==> config.mk <==
export PLATFORM = sky130hd
export DESIGN_NAME = uncal_lane_detect
export DESIGN_NICKNAME = d
export VERILOG_FILES = /design/src/rtl/uld_pkg.sv /design/src/rtl/uld_lane_sel.sv /design/src/rtl/uld_rank_scan.sv /design/src/rtl/uncal_lane_detect.sv
export SDC_FILE = /design/constraint.sdc
export NUM_CORES = 1
export LEC_CHECK = 0
export BUFFER_PORTS_ARGS = -buffer_cell sky130_fd_sc_hd__buf_2
export CAP_MARGIN = 25
export CORE_MARGIN = 4
export CORE_UTILIZATION = 40
export CTS_CLUSTER_SIZE = 28
export DETAILED_ROUTE_END_ITERATION = 10
export GPL_TIMING_DRIVEN = 0
export PLACE_DENSITY = 0.8
export SETUP_SLACK_MARGIN = 0.2
export SLEW_MARGIN = 20
export SYNTH_ARGS = -nofsm -noshare
export SYNTH_HDL_FRONTEND = slang
export SYNTH_SLANG_ARGS = --single-unit
==> constraint.sdc <==
create_clock -name clk -period 1.9 [get_ports clk]
set_input_delay 0.285 -clock clk [delete_from_list [all_inputs] [get_ports clk]]
set_output_delay 0.285 -clock clk [all_outputs]
set_load 0.01 [all_outputs]
==> src/rtl/uld_pkg.sv <==
package uld_pkg;
    localparam logic [7:0] NO_PAIR = 8'd255;

    typedef enum logic {
        ST_IDLE = 1'b0,
        ST_SCAN = 1'b1
    } scan_st_e;
endpackage

==> src/rtl/uld_lane_sel.sv <==
module uld_lane_sel #(
    parameter int IDX_W        = 8,
    parameter int BITMAP_BYTES = 10,
    localparam int BYTE_W      = $clog2(BITMAP_BYTES)
) (
    input  logic              width_x8,
    input  logic [IDX_W-1:0]  dram_idx,
    output logic [BYTE_W-1:0] byte_idx,
    output logic [7:0]        det_mask,
    output logic [7:0]        clr_mask,
    output logic              oob
);
    logic [IDX_W-1:0] full_byte;
    logic             odd;

    always_comb begin
        odd       = dram_idx[0];
        full_byte = width_x8 ? dram_idx : (dram_idx >> 1);
        oob       = full_byte >= IDX_W'(BITMAP_BYTES);
        byte_idx  = full_byte[BYTE_W-1:0];
        if (width_x8) begin
            det_mask = 8'hFF;
            clr_mask = 8'h00;
        end else if (!odd) begin
            det_mask = 8'hF0;
            clr_mask = 8'h0F;
        end else begin
            det_mask = 8'h0F;
            clr_mask = 8'hF0;
        end
    end
endmodule

==> src/rtl/uld_rank_scan.sv <==
module uld_rank_scan
    import uld_pkg::*;
#(
    parameter int NUM_RANKS    = 8,
    parameter int BITMAP_BYTES = 10,
    localparam int RANK_W      = $clog2(NUM_RANKS),
    localparam int PTR_W       = RANK_W + 1,
    localparam int CNT_W       = $clog2(NUM_RANKS + 1),
    localparam int BYTE_W      = $clog2(BITMAP_BYTES)
) (
    input  logic                   clk,
    input  logic                   rst_n,
    input  logic                   start,
    input  logic [8*NUM_RANKS-1:0] rank_pair,
    input  logic [CNT_W-1:0]       rank_cnt,
    input  logic [BYTE_W-1:0]      byte_idx,
    input  logic [7:0]             det_mask,
    input  logic [7:0]             clr_mask_in,
    input  logic                   oob,
    output logic                   rd_req,
    output logic [RANK_W-1:0]      rd_rank,
    output logic [BYTE_W-1:0]      rd_byte,
    input  logic [7:0]             rd_data,
    output logic                   busy,
    output logic                   done,
    output logic                   uncal,
    output logic                   oob_err,
    output logic [7:0]             clr_mask
);
    typedef struct packed {
        scan_st_e          st;
        logic [PTR_W-1:0]  ptr;
        logic              resp_v;
        logic [NUM_RANKS-1:0] vld;
        logic [7:0]        mask;
        logic [BYTE_W-1:0] byt;
        logic [7:0]        clr;
        logic              done;
        logic              uncal;
        logic              err;
    } scan_t;

    scan_t s_d, s_q;
    logic [NUM_RANKS-1:0] cfg_vld;
    logic                 part_good;
    logic                 ptr_end;

    for (genvar r = 0; r < NUM_RANKS; r++) begin : g_vld
        assign cfg_vld[r] = rank_pair[8*r +: 8] != NO_PAIR;
    end

    always_comb begin
        s_d       = s_q;
        s_d.done  = 1'b0;
        rd_req    = 1'b0;
        rd_rank   = s_q.ptr[RANK_W-1:0];
        ptr_end   = s_q.ptr == PTR_W'(NUM_RANKS);
        part_good = s_q.resp_v && ((rd_data & s_q.mask) != s_q.mask);
        case (s_q.st)
            ST_IDLE: begin
                if (start) begin
                    s_d.mask   = det_mask;
                    s_d.byt    = byte_idx;
                    s_d.clr    = clr_mask_in;
                    s_d.vld    = cfg_vld;
                    s_d.ptr    = '0;
                    s_d.resp_v = 1'b0;
                    s_d.uncal  = 1'b0;
                    if (oob) begin
                        s_d.done = 1'b1;
                        s_d.err  = 1'b1;
                    end else if (rank_cnt == CNT_W'(1)) begin
                        s_d.done = 1'b1;
                        s_d.err  = 1'b0;
                    end else begin
                        s_d.err = 1'b0;
                        s_d.st  = ST_SCAN;
                    end
                end
            end
            default: begin
                if (part_good) begin
                    s_d.done   = 1'b1;
                    s_d.uncal  = 1'b0;
                    s_d.resp_v = 1'b0;
                    s_d.st     = ST_IDLE;
                end else if (ptr_end && !s_q.resp_v) begin
                    s_d.done  = 1'b1;
                    s_d.uncal = 1'b1;
                    s_d.st    = ST_IDLE;
                end else if (!ptr_end) begin
                    rd_req     = s_q.vld[s_q.ptr[RANK_W-1:0]];
                    s_d.resp_v = rd_req;
                    s_d.ptr    = s_q.ptr + PTR_W'(1);
                end else begin
                    s_d.resp_v = 1'b0;
                end
            end
        endcase
    end

    always_ff @(posedge clk or negedge rst_n) begin
        if (!rst_n) begin
            s_q <= '{st: ST_IDLE, ptr: '0, resp_v: 1'b0, vld: '0, mask: '0,
                     byt: '0, clr: '0, done: 1'b0, uncal: 1'b0, err: 1'b0};
        end else begin
            s_q <= s_d;
        end
    end

    assign rd_byte  = s_q.byt;
    assign busy     = s_q.st == ST_SCAN;
    assign done     = s_q.done;
    assign uncal    = s_q.uncal;
    assign oob_err  = s_q.err;
    assign clr_mask = s_q.clr;

    // result pulse lasts one cycle
    a_r10_done_pulse: assert property (@(posedge clk) disable iff (!rst_n)
        done |=> !done);
    // back-to-back reads climb in rank
    a_r10_ascending: assert property (@(posedge clk) disable iff (!rst_n)
        (rd_req && $past(rd_req)) |-> (rd_rank > $past(rd_rank)));
    // reads only happen inside a scan
    a_r11_req_in_scan: assert property (@(posedge clk) disable iff (!rst_n)
        rd_req |-> busy);
    // an error result never claims uncalibrated
    a_r9_err_excl: assert property (@(posedge clk) disable iff (!rst_n)
        (done && oob_err) |-> !uncal);
    // single-rank port resolves next cycle as calibrated
    a_r1_single_rank: assert property (@(posedge clk) disable iff (!rst_n)
        (start && !busy && !oob && rank_cnt == CNT_W'(1)) |=> (done && !uncal && !rd_req));
    // out-of-range index resolves next cycle with error, no read
    a_r9_oob_fast: assert property (@(posedge clk) disable iff (!rst_n)
        (start && !busy && oob) |=> (done && oob_err && !rd_req));
endmodule

==> src/rtl/uncal_lane_detect.sv <==
module uncal_lane_detect #(
    parameter int NUM_RANKS    = 8,
    parameter int BITMAP_BYTES = 10,
    parameter int IDX_W        = 8,
    localparam int RANK_W      = $clog2(NUM_RANKS),
    localparam int CNT_W       = $clog2(NUM_RANKS + 1),
    localparam int BYTE_W      = $clog2(BITMAP_BYTES)
) (
    input  logic                   clk,
    input  logic                   rst_n,
    input  logic                   start,
    input  logic                   width_x8,
    input  logic [IDX_W-1:0]       dram_idx,
    input  logic [8*NUM_RANKS-1:0] rank_pair,
    input  logic [CNT_W-1:0]       rank_cnt,
    output logic                   rd_req,
    output logic [RANK_W-1:0]      rd_rank,
    output logic [BYTE_W-1:0]      rd_byte,
    input  logic [7:0]             rd_data,
    output logic                   busy,
    output logic                   done,
    output logic                   uncal,
    output logic                   oob_err,
    output logic [7:0]             clr_mask
);
    logic [BYTE_W-1:0] sel_byte;
    logic [7:0]        sel_det;
    logic [7:0]        sel_clr;
    logic              sel_oob;

    uld_lane_sel #(
        .IDX_W        (IDX_W),
        .BITMAP_BYTES (BITMAP_BYTES)
    ) lane_sel_i (
        .width_x8 (width_x8),
        .dram_idx (dram_idx),
        .byte_idx (sel_byte),
        .det_mask (sel_det),
        .clr_mask (sel_clr),
        .oob      (sel_oob)
    );

    uld_rank_scan #(
        .NUM_RANKS    (NUM_RANKS),
        .BITMAP_BYTES (BITMAP_BYTES)
    ) rank_scan_i (
        .clk         (clk),
        .rst_n       (rst_n),
        .start       (start),
        .rank_pair   (rank_pair),
        .rank_cnt    (rank_cnt),
        .byte_idx    (sel_byte),
        .det_mask    (sel_det),
        .clr_mask_in (sel_clr),
        .oob         (sel_oob),
        .rd_req      (rd_req),
        .rd_rank     (rd_rank),
        .rd_byte     (rd_byte),
        .rd_data     (rd_data),
        .busy        (busy),
        .done        (done),
        .uncal       (uncal),
        .oob_err     (oob_err),
        .clr_mask    (clr_mask)
    );
endmodule

==> flow_summary.toml <==
[global_routing]
grt_pass1_wl_mm = 5.82
track_usage_pct = 16.6
grt_max_degree = 26
grt_antenna_before_repair = 0
grt_pass1_vias = 1432
overflow = 0

[clock_tree]
clkTransAtPathRegs_ps = 130
h-tree-depth = 1
cts-root-buf = "clkbuf_4"
cts_tree = "yes"
cts_made_buffers = 3
clk_latency_ps = 320
clockBufferDepth = 2
cts.sinks = 25

[critical_path]
r2r_cells = 5
critPathMaxFanout = 3
cpPeakStageDelay_ps = 520
critPathArrivalTime_ps = 1680
r2r-end = "rank_scan_i.s_q[31]"
rrSetupSlack_ps = 290
r2r-start = "rank_scan_i.rd_rank[0]"
cp-start-kind = "flop"
crit_type = "flop to primary output"
end_kind = "primary output"
cp.required_ps = 1620
critical-path-slowest-cell = "mux4_2"
cp_cell_sequence = "mux4_2 > mux2i_2 > nor3_2 > buf_2"

[drt]
drtIter0Drc = 22
ant_nets = 0
post_drt_via_cell_ratio = 4.79
wl_per_cell_microns = 12.2
drt-total-wl_mm = 3.80
dr.pass1.iters = 4
vias = 1495
drc = 0

[logic_synthesis]
synthCells = 153
synth-main-ff-cell = "dfrtp_1"
synth-edff-count = 0
avgSynthCellArea_sq_um = 9.46
ys_async_sr_fraction_pct = 100
yosys_warnings = 0
netlist_area_sq_um = 1450
synth_cell_types = 29
synth_top_area_share_pct = 43.2
netlist_top_cells_count = "dfrtp_1 (25), nand2_1 (21), nand4_1 (17), buf_4 (15), o21ai_1 (13)"
yosys-top-cells-area = "dfrtp_1 (43%), buf_4 (7.8%), nand4_1 (7.3%), mux2i_1 (5.5%), nand2_1 (5.4%)"
seq_area_frac_synth_pct = 43.2
yosysTopAreaCell = "dfrtp_1"
ys_seq_elements = 25
synth_most_common_cell = "dfrtp_1"
synth_fp_nets = 243

[sta]
slew_viol_final = 0
relSlewSlack_pct = 63.1
rsz0062_at_grt = "true"
hold_slack_ps = 252
finalSetupViolCount = 1
hold_viol_final = 0
finalCriticalPeriod_ps = 1960
setup_ws_ps = -64.9
fin_crit_sh_pct = 103
tightest_slew_ps = 553
max_freq_mhz = 509
fin_worst_skew_ps = 9.14

[floorplanning]
start_util_pct = 42.4
fp.dieH_microns = 68.2
fp.dieW_microns = 68.2
num_io_pins = 108
coreArea_sq_um = 3420
fp-row-count = 21
dieArea_sq_um = 4650

[run_status]
status = "complete, but fails checks"
violations = "setup timing"

[placement]
portBuffers = 106
dp.cells = 305
place_hpwl_mm = 3.16
gp_congestion = 0.791

[final_layout]
nNetsFinal = 357
stdcell_count = 312
seq_area_sq_um = 627
layout-drive-gt1-share_pct = 51.5
antenna_cells = 0
multi_input_area_sq_um = 666
fillers = 330
area_growth_pct = 44.0

[run]
cap_violations = 0

[power]
p_leak_uw = 0.00112
p_per_area_nw_per_um2 = 964
irDropWorstVdd_uv = 474

[min_path]
holdPathEnd = "rank_scan_i.s_q[18]"
min_path_type = "primary input to flop"
worstHoldStart = "dram_idx[0]"
min_path_cells = 3
## repair_timing
| action | 4_1_cts | 5_1_grt |
|---|---|---|
| gates resized for setup | 3 | 1 |
| buffers inserted | 2 | 0 |
| hold buffers | 1 | 0 |
| setup endpoints to repair | 1 | 2 |
| pin swaps | 1 | 0 |
| endpoints found under the hold margin | 25 | 0 |
## worst max path at each step
stage | startpoint | to | slack [ps] | cells past startpoint
2_1_floorplan | rank_scan_i.rd_rank[0] | rd_req | 370 | 3
3_3_place_gp | rank_scan_i.rd_rank[0] | rd_req | 130 | 4
3_5_place_dp | rank_scan_i.rd_rank[0] | rd_req | 140 | 4
4_1_cts | rank_scan_i.rd_rank[0] | rd_req | -50 | 4
5_1_grt | rank_scan_i.rd_rank[0] | rd_req | -150 | 4
6_report | rank_scan_i.rd_rank[0] | rd_req | -60 | 4
## metrics by stage
stage | setup TNS (ps) | power, uW | utilization (%) | worst slack, ps | cell area, sq um
after floorplan | 0 | 1410 | - | 375 | 1450
after global placement | 0 | 1710 | 59.6 | 129 | 2040
after detailed placement | 0 | 1740 | 59.6 | 143 | 2040
after CTS | -45.3 | 2010 | 60.9 | -45.3 | 2080
after global routing | -149 | 2160 | 61.0 | -149 | 2080
final | -64.9 | 2010 | 61.0 | -64.9 | 2080
## placed cells by master (no fill, tap or decap), types with 3 or more instances in the layout
| cell | count |
|---|---|
| a21o_1 | 3 |
| a21oi_1 | 4 |
| buf_1 | 3 |
| buf_2 | 108 |
| buf_4 | 17 |
| clkbuf_4 | 3 |
| dfrtp_1 | 24 |
| inv_1 | 5 |
| mux2i_1 | 7 |
| nand2_1 | 21 |
| nand4_1 | 17 |
| nor2_1 | 12 |
| o21ai_0 | 3 |
| o21ai_1 | 13 |
## layer usage
metal | track usage (%) | share of wire, % | routed length (microns) | vias to the layer above
met5 | 0 | 0 | 0 | -
met4 | 2.23 | 0.50 | 19 | 0
met3 | 4.27 | 9.6 | 365 | 2
met2 | 31.5 | 52 | 1990 | 69
met1 | 18.8 | 38 | 1430 | 657
li1 | - | - | - | 767
## worst max-delay path, delay by kind of cell (launching register included)
kind	cells	cell delay, ps
DFF	1	420
and+or+nand+nor	1	80
muxes	2	710
buffers and inverters	1	150
## cell families (layout without fill, tap and decap cells)
logic type               count (synthesis)  after routing  share of synthesized area (%)
AO/OA/AOI/OAI                           31             31                           14.0
adder cells (fa/ha/maj)                  2              2                           1.73
buffers and inverters                   25            138                           10.5
flip-flops                              25             25                           43.2
multiplexers                            11             11                           9.94
AND/OR/NAND/NOR                         59             59                           20.6
## state kept, by name, summed over array words and instances (netlist names)
register and cells:
rank_scan_i.uncal 1, rank_scan_i.s_q 12, rank_scan_i.done 1, rank_scan_i.busy 1, rank_scan_i.clr_mask 2, rank_scan_i.oob_err 1
rank_scan_i.rd_byte 4, rank_scan_i.rd_rank 3
## report_power, final
group	internal, uW	leakage [uW]	total, uW	switching (uW)
clock network	82.1	0.0000150	231	149
registers	707	0.000298	836	129
logic	500	0.000803	943	443
## final cells by class
class | instances | area share, %
multi-input cells | 103 | 31.9
flip-flops and latches | 25 | 30.1
repair buffers | 109 | 26.7
plain buffers | 20 | 6.42
well taps | 46 | 2.76
clock buffers | 4 | 1.26
inverters | 5 | 0.900
Power figures use the tool's default switching activity.
